==> src/rtl/serial_loader_pkg.sv <==
package serial_loader_pkg;
   typedef enum logic [1:0] {
      SEL_CTRL = 2'b00,
      SEL_CHR0 = 2'b01,
      SEL_CHR1 = 2'b10,
      SEL_PRG  = 2'b11
   } target_e;

   localparam int unsigned DEF_VAL_W = 5;
   localparam int unsigned DEF_SEL_W = 2;
endpackage

==> src/rtl/write_gate.sv <==
// Drops any write that lands in the cycle right after another write cycle.
module write_gate (
   input  logic clk,
   input  logic rst_n,
   input  logic wr_en,
   output logic take
);
   logic wr_prev;

   always_ff @(posedge clk or negedge rst_n) begin
      if (!rst_n) wr_prev <= 1'b0;
      else        wr_prev <= wr_en;
   end

   assign take = wr_en & ~wr_prev;
endmodule

==> src/rtl/marker_shifter.sv <==
// Shift register with a marker bit: empty = 1 followed by zeros, full once
// the marker reaches bit 0.
module marker_shifter #(
   parameter int unsigned VAL_W = 5
) (
   input  logic             clk,
   input  logic             rst_n,
   input  logic             take_data,
   input  logic             take_clear,
   input  logic             bit_in,
   output logic             commit,
   output logic [VAL_W-1:0] value
);
   localparam logic [VAL_W-1:0] EMPTY = {1'b1, {(VAL_W-1){1'b0}}};

   logic [VAL_W-1:0] sr_q;

   assign commit = take_data & sr_q[0];
   assign value  = {bit_in, sr_q[VAL_W-1:1]};

   always_ff @(posedge clk or negedge rst_n) begin
      if (!rst_n)          sr_q <= EMPTY;
      else if (take_clear) sr_q <= EMPTY;
      else if (commit)     sr_q <= EMPTY;
      else if (take_data)  sr_q <= {bit_in, sr_q[VAL_W-1:1]};
   end
endmodule

==> src/rtl/target_regs.sv <==
// Bank of holding registers; entry 0 is the control register, which also
// takes the forced-mode OR on a reset write.
module target_regs #(
   parameter int unsigned      VAL_W      = 5,
   parameter int unsigned      SEL_W      = 2,
   parameter logic [VAL_W-1:0] CTRL_FORCE = 5'b01100,
   localparam int unsigned     NREG       = 1 << SEL_W
) (
   input  logic                       clk,
   input  logic                       rst_n,
   input  logic                       commit,
   input  logic [SEL_W-1:0]           sel,
   input  logic [VAL_W-1:0]           value,
   input  logic                       force_mode,
   output logic [NREG-1:0][VAL_W-1:0] regs_q
);
   for (genvar i = 0; i < NREG; i++) begin : g_reg
      logic hit;
      assign hit = commit && (sel == SEL_W'(i));
      if (i == 0) begin : g_ctrl
         always_ff @(posedge clk or negedge rst_n) begin
            if (!rst_n)          regs_q[i] <= CTRL_FORCE;
            else if (force_mode) regs_q[i] <= regs_q[i] | CTRL_FORCE;
            else if (hit)        regs_q[i] <= value;
         end
      end else begin : g_plain
         always_ff @(posedge clk or negedge rst_n) begin
            if (!rst_n)   regs_q[i] <= '0;
            else if (hit) regs_q[i] <= value;
         end
      end
   end
endmodule

==> src/rtl/serial_reg_loader.sv <==
module serial_reg_loader #(
   parameter int unsigned      VAL_W      = serial_loader_pkg::DEF_VAL_W,
   parameter int unsigned      SEL_W      = serial_loader_pkg::DEF_SEL_W,
   parameter logic [VAL_W-1:0] CTRL_FORCE = 5'b01100
) (
   input  logic             clk,
   input  logic             rst_n,
   input  logic             wr_en,
   input  logic [SEL_W-1:0] addr_sel,
   input  logic             din_msb,
   input  logic             din_lsb,
   output logic [VAL_W-1:0] ctrl_q,
   output logic [VAL_W-1:0] chr0_q,
   output logic [VAL_W-1:0] chr1_q,
   output logic [VAL_W-1:0] prg_q,
   output logic             reset_seen
);
   import serial_loader_pkg::*;

   localparam int unsigned NREG = 1 << SEL_W;

   if (SEL_W != 2) begin : g_bad_sel
      $error("serial_reg_loader: four target ports need SEL_W == 2");
   end
   if (VAL_W < 2) begin : g_bad_w
      $error("serial_reg_loader: VAL_W must be at least 2");
   end

   logic                       take;
   logic                       take_clear;
   logic                       take_data;
   logic                       commit;
   logic [VAL_W-1:0]           value;
   logic [NREG-1:0][VAL_W-1:0] regs_q;
   logic                       pulse_q;

   write_gate u_gate (
      .clk   (clk),
      .rst_n (rst_n),
      .wr_en (wr_en),
      .take  (take)
   );

   assign take_clear = take &  din_msb;
   assign take_data  = take & ~din_msb;

   marker_shifter #(.VAL_W(VAL_W)) u_shift (
      .clk        (clk),
      .rst_n      (rst_n),
      .take_data  (take_data),
      .take_clear (take_clear),
      .bit_in     (din_lsb),
      .commit     (commit),
      .value      (value)
   );

   target_regs #(
      .VAL_W      (VAL_W),
      .SEL_W      (SEL_W),
      .CTRL_FORCE (CTRL_FORCE)
   ) u_regs (
      .clk        (clk),
      .rst_n      (rst_n),
      .commit     (commit),
      .sel        (addr_sel),
      .value      (value),
      .force_mode (take_clear),
      .regs_q     (regs_q)
   );

   always_ff @(posedge clk or negedge rst_n) begin
      if (!rst_n) pulse_q <= 1'b0;
      else        pulse_q <= take_clear;
   end

   assign ctrl_q     = regs_q[SEL_CTRL];
   assign chr0_q     = regs_q[SEL_CHR0];
   assign chr1_q     = regs_q[SEL_CHR1];
   assign prg_q      = regs_q[SEL_PRG];
   assign reset_seen = pulse_q;
endmodule

==> config.mk <==
export PLATFORM = sky130hd
export DESIGN_NAME = serial_reg_loader
export DESIGN_NICKNAME = d
export VERILOG_FILES = /design/src/rtl/serial_loader_pkg.sv /design/src/rtl/write_gate.sv /design/src/rtl/marker_shifter.sv /design/src/rtl/target_regs.sv /design/src/rtl/serial_reg_loader.sv
export SDC_FILE = /design/constraint.sdc
export NUM_CORES = 1
export LEC_CHECK = 0
export ABC_CLOCK_PERIOD_IN_PS = 1650
export CORE_AREA = 2 2 55 57
export DETAILED_ROUTE_END_ITERATION = 16
export DIE_AREA = 0 0 57 59
export DONT_BUFFER_PORTS = 1
export PLACE_DENSITY = 0.6
export SYNTH_ARGS = -nofsm -noshare
export SYNTH_HDL_FRONTEND = slang
export SYNTH_SLANG_ARGS = --single-unit
==> constraint.sdc <==
create_clock -name clk -period 1.65 [get_ports clk]
set_clock_uncertainty 0.2 [all_clocks]
set_input_delay 0.0825 -clock clk [delete_from_list [all_inputs] [get_ports clk]]
set_output_delay 0.0825 -clock clk [all_outputs]
set_load 0.005 [all_outputs]
==> metrics <==
outcome finished, final reports clean; biggest area consumer among synthesized cells dfrtp_1; RSZ-0062 raised after global routing false; Core ar. 2710 um2; Setup crit end kind flop; global route total overflow 0; Layout area overhead 17.9%; DIE AREA 3360 um2; crit path cell chain and4bb_4 -> nand3b_1 -> mux2_2; Die Height 59 um; placed insts 100; Cells after Synth 68; Starting DRT DRC Count 11; # H-tree levels 1; slowest stage delay, CP 410 ps; Buf/Inv on CP 0; syn_nets 75; Die W 57 um; Seq/Total Area, Yosys 63.4%; ANT nets after route 0; P_leak 0.626 nW; GP Congestion 0.772; worst-path fanout max 5; syn avg cell area 15.8 um2; Port Buf Inserts 0; HP Class in2reg; startpoint types flop; most frequent cells in the layout dfrtp_1 (24), mux2_2 (11), dlygate4sd3_1 (8), mux2_4 (7); Routed WL per cell 18.8 um; CTS tree yes; initial antenna violation count 0; Synth area leaders dfrtp_1 (56%), mux2_2 (14%), dfstp_2 (7.4%), mux2_4 (7.0%), a22o_1 (3.3%); vias per cell 5.22; fmax 628 MHz; Fin Setup TNS 0 ps; Max-Cap Viols 0; Post-Syn Area 1070 um2; Ys Warns 0; fraction of layout cells with a size suffix above 1 38.1%; PwrDens 860 nW/um2; All-Layer GR Usage 13.5%; period utilisation layout 96.6%; CP Class reg2reg; final hold violation count 0; FF+latch count, synth 27; Pins Over Slew Limit 0; final std cells w/o fill 115; cell family with most CP delay simple AND/OR/NAND/NOR gates; first-pass GRT wire length 3270 um; Diodes inserted 0; Min Clock Period, post-route 1590 ps; Final setup viols 0; Crit path required time 1670 ps; clk_lat worst skew 320 ps; Fillers 249; highest-delay cell along the critical path dfrtp_1; final WL 2160 um; clock transition at the registers of the reported paths 130 ps; drt drc 0; Num CTS Buffers 3; Initial DRT Pass Iterations 4; clock root buffer master clkbuf_4; share of the synthesized area in the top cell type 56.1%; Worst Path Arrival 1610 ps; Starting Density 39.5%; I/O Pins 28; largest net degree at the start of global routing 28; Worst Max-Slew Pin Slew 484 ps; # nets final 92; CTS Buffer Depth 2; via count 600; Slew headroom 67.5%; peak supply drop 498 uV; hpwl dp 1390 um; Unique masters post-synth 19; Sink Count 27; most common cell after layout, fill and taps aside dfrtp_1; # rows 19; number of global-route vias before repair 627
==> area by class of cell <==
type | count | area (um2) | share of cell area (%)
Clock buffer | 4 | 26.3 | 2.08
Tap cell | 31 | 38.8 | 3.07
Sequential cell | 27 | 679 | 53.8
Inverter | 2 | 7.51 | 0.595
Timing Repair Buffer | 13 | 130 | 10.3
Multi-Input combinational cell | 38 | 380 | 30.1
==> worst reg2reg max path, delay by kind of cell (launching register included) <==
kind / cells / cell delay [ps]
simple gates: 2 / 540
mux: 1 / 350
flops: 1 / 410
==> flip-flops by register name, summed over array words and instances (netlist names) <==
signal,flops
u_regs.regs_q,20
u_shift.sr_q,5
reset_seen,1
u_gate.wr_prev,1
==> through the flow <==
| step | area (um2) | setup WS [ps] | util (%) | hold WS [ps] | total power [mW] |
|---|---|---|---|---|---|
| 3_5_place_dp | 1110 | 20.8 | 41.1 | -413 | 0.782 |
| 3_3_place_gp | 1110 | 50.9 | 41.1 | -413 | 0.779 |
| 4_1_cts | 1230 | 11.3 | 45.4 | 15.7 | 1.09 |
| 2_1_floorplan | 1070 | 50.7 | - | -413 | 0.761 |
| 5_1_grt | 1260 | 3.54 | 46.6 | 170 | 1.13 |
| 6_report | 1260 | 56.4 | 46.6 | 131 | 1.09 |
==> path summary, 6_finish.rpt <==
path | startpoint | endpoint | slack, ps | cells past startpoint
max reg2reg | u_gate.wr_prev$_DFF_PN0_ | u_regs.regs_q[9]$_DFFE_PN0P_ | 60 | 3
min reg2reg | u_shift.sr_q[4]$_DFFE_PN1P_ | u_shift.sr_q[4]$_DFFE_PN1P_ | 340 | 2
max in group asynchronous | rst_n | u_shift.sr_q[4]$_DFFE_PN1P_ | 500 | 3
max | u_gate.wr_prev$_DFF_PN0_ | u_regs.regs_q[9]$_DFFE_PN0P_ | 60 | 3
min | wr_en | u_regs.regs_q[4]$_DFFE_PN0P_ | 130 | 3
min in group asynchronous | rst_n | u_regs.regs_q[17]$_DFFE_PN0P_ | 520 | 3
==> repair_timing <==
action	CTS	global route
setup endpoints to repair	0	15
hold endpoints to repair	52	5
hold buffers	8	1
setup buffers	0	2
resized for setup	0	2
==> synthesized netlist by cell type <==
master / instances
nor2b_1: 1
nand3b_1: 2
and2_2: 1
nand2b_1: 1
mux2i_1: 2
nor3_1: 1
dfstp_2: 3
dfrtp_1: 24
and3_4: 1
inv_1: 2
nor2_1: 1
mux2_4: 5
mux2_2: 13
nand2_1: 1
a21oi_1: 3
a22o_1: 4
nor4_1: 1
and4bb_4: 1
buf_6: 1
==> cell families (layout without fill, tap and decap cells) <==
| group | count (synthesis) | count (layout) | share of synthesized area [%] |
|---|---|---|---|
| buffers and inverters | 3 | 19 | 1.75 |
| and+or+nand+nor | 11 | 11 | 7.59 |
| AOI/OAI and AO/OA | 7 | 7 | 4.67 |
| muxes | 20 | 20 | 22.5 |
| DFF | 27 | 27 | 63.4 |
==> report_power, final <==
part / total [mW] / leakage, nW / internal (mW) / switching [mW]
Clock: 0.276 / 0.0150 / 0.0946 / 0.182
Sequential: 0.725 / 0.361 / 0.692 / 0.0339
Combinational: 0.0839 / 0.250 / 0.0481 / 0.0359
Total: 1.09 / 0.626 / 0.834 / 0.251
==> per-layer routing <==
layer	GRT usage, %	part of all wire, %
met3	4.59	7.5
met2	20.7	47
met4	5.98	0.69
met1	17.4	45
met5	0	0
Power figures use the tool's default switching activity.
